`src/rtl/rzc_pkg.sv`:
```
package rzc_pkg;
   localparam int FRAC    = 8;
   localparam int CFG_AW  = 5;
   localparam int CFG_DW  = 16;

   localparam logic [CFG_AW-1:0] ADR_COL_ORG = 5'h0E;
   localparam logic [CFG_AW-1:0] ADR_ROW_ORG = 5'h10;
   localparam logic [CFG_AW-1:0] ADR_IZOOM   = 5'h12;
   localparam logic [CFG_AW-1:0] ADR_COS     = 5'h14;
   localparam logic [CFG_AW-1:0] ADR_SIN     = 5'h16;

   localparam logic [CFG_DW-1:0] UNITY = 16'h0100;

   typedef struct packed {
      logic [CFG_DW-1:0]        col_org;
      logic [CFG_DW-1:0]        row_org;
      logic [CFG_DW-1:0]        izoom;
      logic signed [CFG_DW-1:0] cosv;
      logic signed [CFG_DW-1:0] sinv;
   } rzc_cfg_t;
endpackage

```
`src/rtl/rzc_param_regs.sv`:
```
module rzc_param_regs
   import rzc_pkg::*;
(
   input  logic              clk,
   input  logic              rst_n,
   input  logic              we,
   input  logic [CFG_AW-1:0] addr,
   input  logic [CFG_DW-1:0] wdata,
   output rzc_cfg_t          cfg
);
   // only the five mapped addresses take writes
   always_ff @(posedge clk) begin
      if (!rst_n) begin
         cfg.col_org <= '0;
         cfg.row_org <= '0;
         cfg.izoom   <= UNITY;
         cfg.cosv    <= UNITY;
         cfg.sinv    <= '0;
      end else if (we) begin
         case (addr)
            ADR_COL_ORG: cfg.col_org <= wdata;
            ADR_ROW_ORG: cfg.row_org <= wdata;
            ADR_IZOOM:   cfg.izoom   <= wdata;
            ADR_COS:     cfg.cosv    <= wdata;
            ADR_SIN:     cfg.sinv    <= wdata;
            default: ;
         endcase
      end
   end
endmodule

```
`src/rtl/rzc_raster.sv`:
```
module rzc_raster #(
   parameter int OUT_W = 8,
   parameter int OUT_H = 6,
   localparam int RCW  = $clog2((OUT_W > OUT_H) ? OUT_W : OUT_H) + 1
) (
   input  logic           clk,
   input  logic           rst_n,
   input  logic           start,
   output logic           iss_vld,
   output logic           iss_last,
   output logic [RCW-1:0] iss_row,
   output logic [RCW-1:0] iss_col
);
   localparam logic [RCW-1:0] ROW_MAX = RCW'(OUT_H - 1);
   localparam logic [RCW-1:0] COL_MAX = RCW'(OUT_W - 1);

   logic run;
   logic at_col_end, at_row_end;

   assign at_col_end = (iss_col == COL_MAX);
   assign at_row_end = (iss_row == ROW_MAX);

   always_ff @(posedge clk) begin
      if (!rst_n) begin
         run     <= 1'b0;
         iss_row <= '0;
         iss_col <= '0;
      end else if (!run) begin
         if (start) begin
            run     <= 1'b1;
            iss_row <= '0;
            iss_col <= '0;
         end
      end else if (at_col_end) begin
         iss_col <= '0;
         if (at_row_end) run <= 1'b0;
         else            iss_row <= iss_row + RCW'(1);
      end else begin
         iss_col <= iss_col + RCW'(1);
      end
   end

   assign iss_vld  = run;
   assign iss_last = run && at_col_end && at_row_end;
endmodule

```
`src/rtl/rzc_rotate.sv`:
```
module rzc_rotate
   import rzc_pkg::*;
#(
   parameter int CW      = 5,
   parameter int CROP_W  = 10,
   parameter int CROP_H  = 8,
   parameter bit CENTRE  = 1'b1,
   localparam int RW     = CW + CFG_DW + 1,
   localparam int PW     = RW + CFG_DW + 1
) (
   input  logic                 clk,
   input  logic                 rst_n,
   input  logic                 in_vld,
   input  logic                 in_last,
   input  logic signed [CW-1:0] in_dr,
   input  logic signed [CW-1:0] in_dc,
   input  rzc_cfg_t             cfg,
   output logic                 out_vld,
   output logic                 out_last,
   output logic signed [PW-1:0] pos_r,
   output logic signed [PW-1:0] pos_c
);
   logic signed [RW-1:0] rot_r, rot_c;
   logic                 s2_vld, s2_last;
   logic signed [PW-1:0] ctr_r, ctr_c;
   logic signed [PW-1:0] iz;

   // variant: recentre into the crop window, or keep origin anchored
   generate
      if (CENTRE) begin : g_ctr
         assign ctr_r = PW'((CROP_H / 2) * (1 << FRAC));
         assign ctr_c = PW'((CROP_W / 2) * (1 << FRAC));
      end else begin : g_org
         assign ctr_r = '0;
         assign ctr_c = '0;
      end
   endgenerate

   assign iz = PW'($signed({1'b0, cfg.izoom}));

   // stage 2: rotation
   always_ff @(posedge clk) begin
      if (!rst_n) begin
         s2_vld  <= 1'b0;
         s2_last <= 1'b0;
         rot_r   <= '0;
         rot_c   <= '0;
      end else begin
         s2_vld  <= in_vld;
         s2_last <= in_last;
         rot_r   <= RW'(in_dr) * RW'(cfg.cosv) + RW'(in_dc) * RW'(cfg.sinv);
         rot_c   <= RW'(in_dc) * RW'(cfg.cosv) - RW'(in_dr) * RW'(cfg.sinv);
      end
   end

   // stage 3: zoom scaling and recentring
   always_ff @(posedge clk) begin
      if (!rst_n) begin
         out_vld  <= 1'b0;
         out_last <= 1'b0;
         pos_r    <= '0;
         pos_c    <= '0;
      end else begin
         out_vld  <= s2_vld;
         out_last <= s2_last;
         pos_r    <= ((PW'(rot_r) * iz) >>> FRAC) + ctr_r;
         pos_c    <= ((PW'(rot_c) * iz) >>> FRAC) + ctr_c;
      end
   end
endmodule

```
`src/rtl/rzc_neighbour.sv`:
```
module rzc_neighbour
   import rzc_pkg::*;
#(
   parameter int PW     = 39,
   parameter int AW     = 10,
   parameter int PITCH  = 32,
   parameter int CROP_W = 10,
   parameter int CROP_H = 8,
   localparam int IW    = PW - FRAC
) (
   input  logic                 clk,
   input  logic                 rst_n,
   input  logic                 in_vld,
   input  logic                 in_last,
   input  logic signed [PW-1:0] pos_r,
   input  logic signed [PW-1:0] pos_c,
   input  rzc_cfg_t             cfg,
   output logic                 out_vld,
   output logic                 out_last,
   output logic                 out_oor,
   output logic [3:0][AW-1:0]   out_addr,
   output logic [FRAC-1:0]      out_wr,
   output logic [FRAC-1:0]      out_wc
);
   localparam logic [AW-1:0]        PITCH_A = AW'(PITCH);
   localparam logic signed [IW-1:0] RI_MAX  = IW'(CROP_H - 2);
   localparam logic signed [IW-1:0] CI_MAX  = IW'(CROP_W - 2);

   logic signed [IW-1:0] ri, ci;
   logic                 oor;
   logic [AW-1:0]        row_a, base;
   logic [3:0][AW-1:0]   nb;

   assign ri = pos_r[PW-1:FRAC];
   assign ci = pos_c[PW-1:FRAC];

   assign oor = ri[IW-1] || ci[IW-1] || (ri > RI_MAX) || (ci > CI_MAX);

   assign row_a = AW'(cfg.row_org) + AW'(ri);
   assign base  = row_a * PITCH_A + AW'(cfg.col_org) + AW'(ci);

   // index bit 0 steps one column, bit 1 steps one line
   generate
      for (genvar k = 0; k < 4; k++) begin : g_nb
         localparam logic [AW-1:0] STEP =
            AW'(((k >> 1) & 1) * PITCH + (k & 1));
         assign nb[k] = base + STEP;
      end
   endgenerate

   // stage 4: split, range test, addresses
   always_ff @(posedge clk) begin
      if (!rst_n) begin
         out_vld  <= 1'b0;
         out_last <= 1'b0;
         out_oor  <= 1'b0;
         out_addr <= '0;
         out_wr   <= '0;
         out_wc   <= '0;
      end else begin
         out_vld  <= in_vld;
         out_last <= in_last;
         out_oor  <= oor;
         out_addr <= oor ? '0 : nb;
         out_wr   <= oor ? '0 : pos_r[FRAC-1:0];
         out_wc   <= oor ? '0 : pos_c[FRAC-1:0];
      end
   end
endmodule

```
`src/rtl/rzc_addr_gen.sv`:
```
module rzc_addr_gen
   import rzc_pkg::*;
#(
   parameter int OUT_W      = 8,
   parameter int OUT_H      = 6,
   parameter int CROP_W     = 10,
   parameter int CROP_H     = 8,
   parameter int PITCH      = 32,
   parameter int FRAME_ROWS = 32,
   parameter bit CENTRE     = 1'b1,
   localparam int AW        = $clog2(PITCH * FRAME_ROWS)
) (
   input  logic              clk,
   input  logic              rst_n,
   input  logic              cfg_we,
   input  logic [4:0]        cfg_addr,
   input  logic [15:0]       cfg_wdata,
   input  logic              scan_start,
   output logic              res_valid,
   output logic              res_last,
   output logic              res_oor,
   output logic [AW-1:0]     addr_tl,
   output logic [AW-1:0]     addr_tr,
   output logic [AW-1:0]     addr_bl,
   output logic [AW-1:0]     addr_br,
   output logic [7:0]        wt_row,
   output logic [7:0]        wt_col
);
   localparam int RCW = $clog2((OUT_W > OUT_H) ? OUT_W : OUT_H) + 1;
   localparam int CW  = RCW + 1;
   localparam int RW  = CW + CFG_DW + 1;
   localparam int PW  = RW + CFG_DW + 1;

   generate
      if (CROP_W < 2 || CROP_H < 2) begin : g_bad_crop
         $error("crop window needs at least two pixels per axis");
      end
      if (OUT_W < 1 || OUT_H < 1) begin : g_bad_out
         $error("output raster must not be empty");
      end
      if (PITCH < CROP_W) begin : g_bad_pitch
         $error("line pitch narrower than crop window");
      end
   endgenerate

   rzc_cfg_t cfg;
   logic           iss_vld, iss_last;
   logic [RCW-1:0] iss_row, iss_col;
   logic signed [CW-1:0] off_r, off_c;
   logic                 p1_vld, p1_last;
   logic signed [CW-1:0] p1_dr, p1_dc;
   logic                 p3_vld, p3_last;
   logic signed [PW-1:0] p3_pr, p3_pc;
   logic [3:0][AW-1:0]   nb_addr;

   rzc_param_regs u_regs (
      .clk   (clk),
      .rst_n (rst_n),
      .we    (cfg_we),
      .addr  (cfg_addr),
      .wdata (cfg_wdata),
      .cfg   (cfg)
   );

   rzc_raster #(.OUT_W(OUT_W), .OUT_H(OUT_H)) u_scan (
      .clk      (clk),
      .rst_n    (rst_n),
      .start    (scan_start),
      .iss_vld  (iss_vld),
      .iss_last (iss_last),
      .iss_row  (iss_row),
      .iss_col  (iss_col)
   );

   generate
      if (CENTRE) begin : g_half
         assign off_r = CW'(OUT_H / 2);
         assign off_c = CW'(OUT_W / 2);
      end else begin : g_zero
         assign off_r = '0;
         assign off_c = '0;
      end
   endgenerate

   // stage 1: destination offsets
   always_ff @(posedge clk) begin
      if (!rst_n) begin
         p1_vld  <= 1'b0;
         p1_last <= 1'b0;
         p1_dr   <= '0;
         p1_dc   <= '0;
      end else begin
         p1_vld  <= iss_vld;
         p1_last <= iss_last;
         p1_dr   <= $signed({1'b0, iss_row}) - off_r;
         p1_dc   <= $signed({1'b0, iss_col}) - off_c;
      end
   end

   rzc_rotate #(.CW(CW), .CROP_W(CROP_W), .CROP_H(CROP_H), .CENTRE(CENTRE)) u_rot (
      .clk      (clk),
      .rst_n    (rst_n),
      .in_vld   (p1_vld),
      .in_last  (p1_last),
      .in_dr    (p1_dr),
      .in_dc    (p1_dc),
      .cfg      (cfg),
      .out_vld  (p3_vld),
      .out_last (p3_last),
      .pos_r    (p3_pr),
      .pos_c    (p3_pc)
   );

   rzc_neighbour #(.PW(PW), .AW(AW), .PITCH(PITCH), .CROP_W(CROP_W), .CROP_H(CROP_H)) u_nb (
      .clk      (clk),
      .rst_n    (rst_n),
      .in_vld   (p3_vld),
      .in_last  (p3_last),
      .pos_r    (p3_pr),
      .pos_c    (p3_pc),
      .cfg      (cfg),
      .out_vld  (res_valid),
      .out_last (res_last),
      .out_oor  (res_oor),
      .out_addr (nb_addr),
      .out_wr   (wt_row),
      .out_wc   (wt_col)
   );

   assign addr_tl = nb_addr[0];
   assign addr_tr = nb_addr[1];
   assign addr_bl = nb_addr[2];
   assign addr_br = nb_addr[3];
endmodule

```
`config.mk`:
```
export PLATFORM = sky130hd
export DESIGN_NAME = rzc_addr_gen
export DESIGN_NICKNAME = d
export VERILOG_FILES = /design/src/rtl/rzc_pkg.sv /design/src/rtl/rzc_param_regs.sv /design/src/rtl/rzc_raster.sv /design/src/rtl/rzc_rotate.sv /design/src/rtl/rzc_neighbour.sv /design/src/rtl/rzc_addr_gen.sv
export SDC_FILE = /design/constraint.sdc
export NUM_CORES = 2
export LEC_CHECK = 0
export ABC_AREA = 1
export CAP_MARGIN = 20
export CORE_AREA = 5 5 385 387
export CTS_CLUSTER_DIAMETER = 80
export DETAILED_ROUTE_END_ITERATION = 8
export DIE_AREA = 0 0 390 392
export PLACE_DENSITY = 0.54
export SETUP_SLACK_MARGIN = 0.2
export SYNTH_ARGS = -nofsm -noshare
export SYNTH_HDL_FRONTEND = slang
export SYNTH_SLANG_ARGS = --single-unit
```
`constraint.sdc`:
```
create_clock -name clk -period 17.5 [get_ports clk]
set_input_delay 2.625 -clock clk [delete_from_list [all_inputs] [get_ports clk]]
set_output_delay 2.625 -clock clk [all_outputs]
set_load 0.05 [all_outputs]
```
==> summary.md <==
| Metric | Value |
|---|---|
| Final setup vio count | 0 |
| Routed via count | 40,412 |
| Antenna-violating nets left | 0 |
| Syn_area_per_cell | roughly 7.4 sq um |
| Cts hold-fix bufs | 0 |
| RePlAce Congestion | 0.893 |
| Top-level port count | 84 |
| Gr usage total | about a fifth |
| Vias/cell | between 4 and 5 |
| Syn_nets | 8,097 |
| Arr. time, crit path | 7.67 ns |
| Die H | about 390 um |
| Cell variety after synth | 59 |
| Crit path kind | register to register |
| Post-route clock period utilization | between 40% and 50% |
| Starting Density | 34.8% |
| Crit path max fanout | 31 |
| Post-CTS Resized | 0 |
| H-tree Lvls | 2 |
| CP endpoint kind | register |
| Post-layout min period | between 7 and 8 ns |
| Post-Syn Area | slightly above 50,000 sq um |
| Clock latency on the worst-skew pair | just over 0.6 ns |
| Post-Route WL | between 100,000 and 150,000 um |
| Worst R2R Path Depth | 26 |
| Post-detail-place hpwl | approximately 120,000 um |
| Clock sink count | approximately 250 |
| Post-synth EDFFs | 0 |
| Clock group share of total power | a little under a third |
| Gate power share | 38.8% |
| FMAX | between 100 and 150 MHz |
| Multi-input gate area | roughly 37,000 sq um |
| Rows | between 100 and 150 |
| Register Area | roughly 4900 sq um |
| Yosys Warn Count | 0 |
| Initial antenna violation count | 4 |
| Internal Power | between 0.001 and 0.0015 W |
| Vias in the first global route | ~43,000 |
| Post-route DRC | 0 |
| Total global routing overflow | 0 |
| Slew Limit Headroom | a little under a quarter |
| VDD IR-drop max | roughly 65 uV |
| Yosys reg bits | roughly 250 |
| Worst-case clock buffer depth | 3 |
| Wire length per cell | ~17 um |
| WL met1 | between 60,000 and 70,000 um |
| Final Cell Area | ~54,000 sq um |
| Leakage power | slightly above 30 nW |
| Unrepaired setup endpoints after global routing | no |
| Final Hold Fails | 0 |
| Sequential element share of the synthesized area | under 10% |
| Largest net degree at the start of global routing | 62 |
| Worst hold margin | 0.407 ns |
| Layout Skew | 0.0212 ns |
| Reg clk slew, reported paths | about 0.060 ns |
| Routed length on met3 | around 7000 um |
| First-pass GRT wire length | 233,000 um |
| Final core utilization | between 30 and 40% |
| Routed wl met2 | between 60,000 and 70,000 um |
| Layout fillers | approximately 15,000 |
| Top FF cell, synth | dfxtp_1 |
| Slew Viols, Final | 0 |
| Postcts setup bufs | 0 |
| CTS buffer count | 37 |
| CORE AREA | around 140,000 sq um |
| Post-synth ARST share | 0% |
| Synth top area cells | fa_1 36%, inv_1 14%, nand2_1 12% |
| Worst EP required | ~18 ns |
| Hold Path Class | register to register |
| Die X | between 300 and 400 um |
| # Max-Cap Violations | 0 |
| CP startpoint kind | register |
| Area share of the largest cell type after synthesis | a little over a third |
| Initial DRC Count | between 2,000 and 2,500 |
| Final setup TNS | 0 ns |
| Net Sw Frac | between 40% and 50% |
| Area Overhead vs Synth | 7.38% |
| Layout cell share with drive strength beyond 1 | under 10% |
| DP Area | 52,700 sq um |
| CTS tree | done |
| Pwr/cell area | 47.1 nW/um^2 |
| Root Driver | clkbuf_16 |
| Post-synth top cells | 1,897 x inv_1, 1,646 x nand2_1, 902 x fa_1 |
| Nets@finish | ~8,000 |
| Cells after synthesis | about 6,800 |
| P_sw | about 0.0012 W |
| Hold path cells | 2 |
| Cell with the most instances after synthesis | inv_1 |
| Status | finished clean |
| Die ar. | 153,000 sq um |
| Reg power frac | slightly above 30% |
| Number of port buffers | a little over 80 |
| Synth area leader | fa_1 |
| Pin slew with the least headroom to its limit | between 1 and 1.5 ns |
| DRT Pass-1 Iters | 6 |
| Uppermost routed layer | met4 |
## power by group through the flow
stage,registers (W),logic [W],clock network [W]
after global placement,0.000792,0.000987,0
after detailed placement,0.000792,0.000993,0
after global routing,0.000792,0.00113,0.000819
after floorplan,0.000632,0.000790,0
final,0.000784,0.000988,0.000771
after CTS,0.000781,0.00100,0.000800
## routing by layer
| layer | global-route usage, % | vias to the layer above |
|---|---|---|
| li1 | - | 19427 |
| met3 | 2.03 | 166 |
| met2 | 31.7 | 832 |
| met4 | 4.41 | 0 |
| met1 | 26.7 | 19987 |
| met5 | 0 | - |
## logic make-up after synthesis
logic type / synth area share, %
xor+xnor: 2.22
fa+ha+maj: 46.1
compound gates: 6.92
flops: 9.76
buf+inv: 16.5
simple gates: 18.5
## flip-flops by register name (all words and copies together) (netlist names), 4 cells and up
name	cells
u_scan.iss_row	4
u_regs.cfg	63
u_nb.out_wr	8
p1_dr	5
u_rot.pos_c	32
u_rot.rot_c	22
u_rot.rot_r	22
u_scan.iss_col	4
u_nb.out_addr	30
u_rot.pos_r	32
p1_dc	5
u_nb.out_wc	8
## metrics by stage
step	worst slack, ns	total power, W	cells
finish	10.34	0.00254	8596
global route	9.80	0.00274	8594
CTS	10.30	0.00258	8594
detailed placement	10.33	0.00179	8528
global placement	10.31	0.00178	8528
floorplan	11.32	0.00142	6763
## layout by cell type (no fill, tap or decap), types with 17 or more instances in the layout
| cell type | Yosys | final |
|---|---|---|
| nand2_1 | 1646 | 1646 |
| clkdlybuf4s50_1 | 0 | 82 |
| xnor2_1 | 48 | 48 |
| inv_1 | 1897 | 1896 |
| o21bai_1 | 26 | 26 |
| nand4_1 | 36 | 36 |
| clkbuf_16 | 0 | 38 |
| o21ai_1 | 17 | 17 |
| ha_1 | 407 | 407 |
| o21a_1 | 19 | 19 |
| dfxtp_1 | 245 | 230 |
| nand2_2 | 34 | 34 |
| nor2_2 | 20 | 20 |
| inv_2 | 24 | 26 |
| a21oi_1 | 349 | 349 |
| nor3_1 | 36 | 36 |
| o21ai_0 | 181 | 181 |
| fa_1 | 902 | 902 |
| xor2_1 | 74 | 74 |
| buf_4 | 11 | 37 |
| nor2_1 | 247 | 247 |
| nand3_1 | 139 | 139 |
## final timing paths
path,from,end,slack (ns)
setup reg to reg,u_regs.cfg[34]$_SDFFE_PN0P_,u_rot.pos_r[26]$_SDFF_PN0_,10.34
hold / removal,u_rot.pos_c[6]$_SDFF_PN0_,u_nb.out_wc[6]$_SDFF_PP0_,0.41
hold reg to reg,u_rot.pos_c[6]$_SDFF_PN0_,u_nb.out_wc[6]$_SDFF_PP0_,0.41
setup / recovery,u_regs.cfg[34]$_SDFFE_PN0P_,u_rot.pos_r[26]$_SDFF_PN0_,10.34
## final cells by class
| type | count | share of cell area, % |
|---|---|---|
| Multi-Input combinational cell | 4320 | 68.7 |
| Tap cell | 1917 | 4.44 |
| Timing Repair Buffer | 119 | 2.04 |
| Clock inverter | 18 | 0.336 |
| Inverter | 1927 | 13.4 |
| Sequential cell | 245 | 9.12 |
| Clock buffer | 48 | 1.94 |
| Antenna cell | 2 | 0.00927 |
## critical path, stage by stage, from the launching register on
cell and delay, ns:
dfxtp_2 0.61, buf_4 0.47, nand2_1 0.22, fa_1 0.79, fa_1 0.44, inv_1 0.29, fa_1 0.50, fa_1 0.48
fa_1 0.54, inv_1 0.05, fa_1 0.53, inv_1 0.04, ha_1 0.38, inv_1 0.13, o21ai_0 0.12, a31oi_1 0.19
o21ai_0 0.11, nor2_1 0.19, nand2_1 0.07, nand2_1 0.06, nand2_1 0.11, nor2_2 0.19, nand2_1 0.11, nor2_1 0.19
nand3b_1 0.10, nand2_1 0.06, nor2_1 0.05
Power figures use the tool's default switching activity.
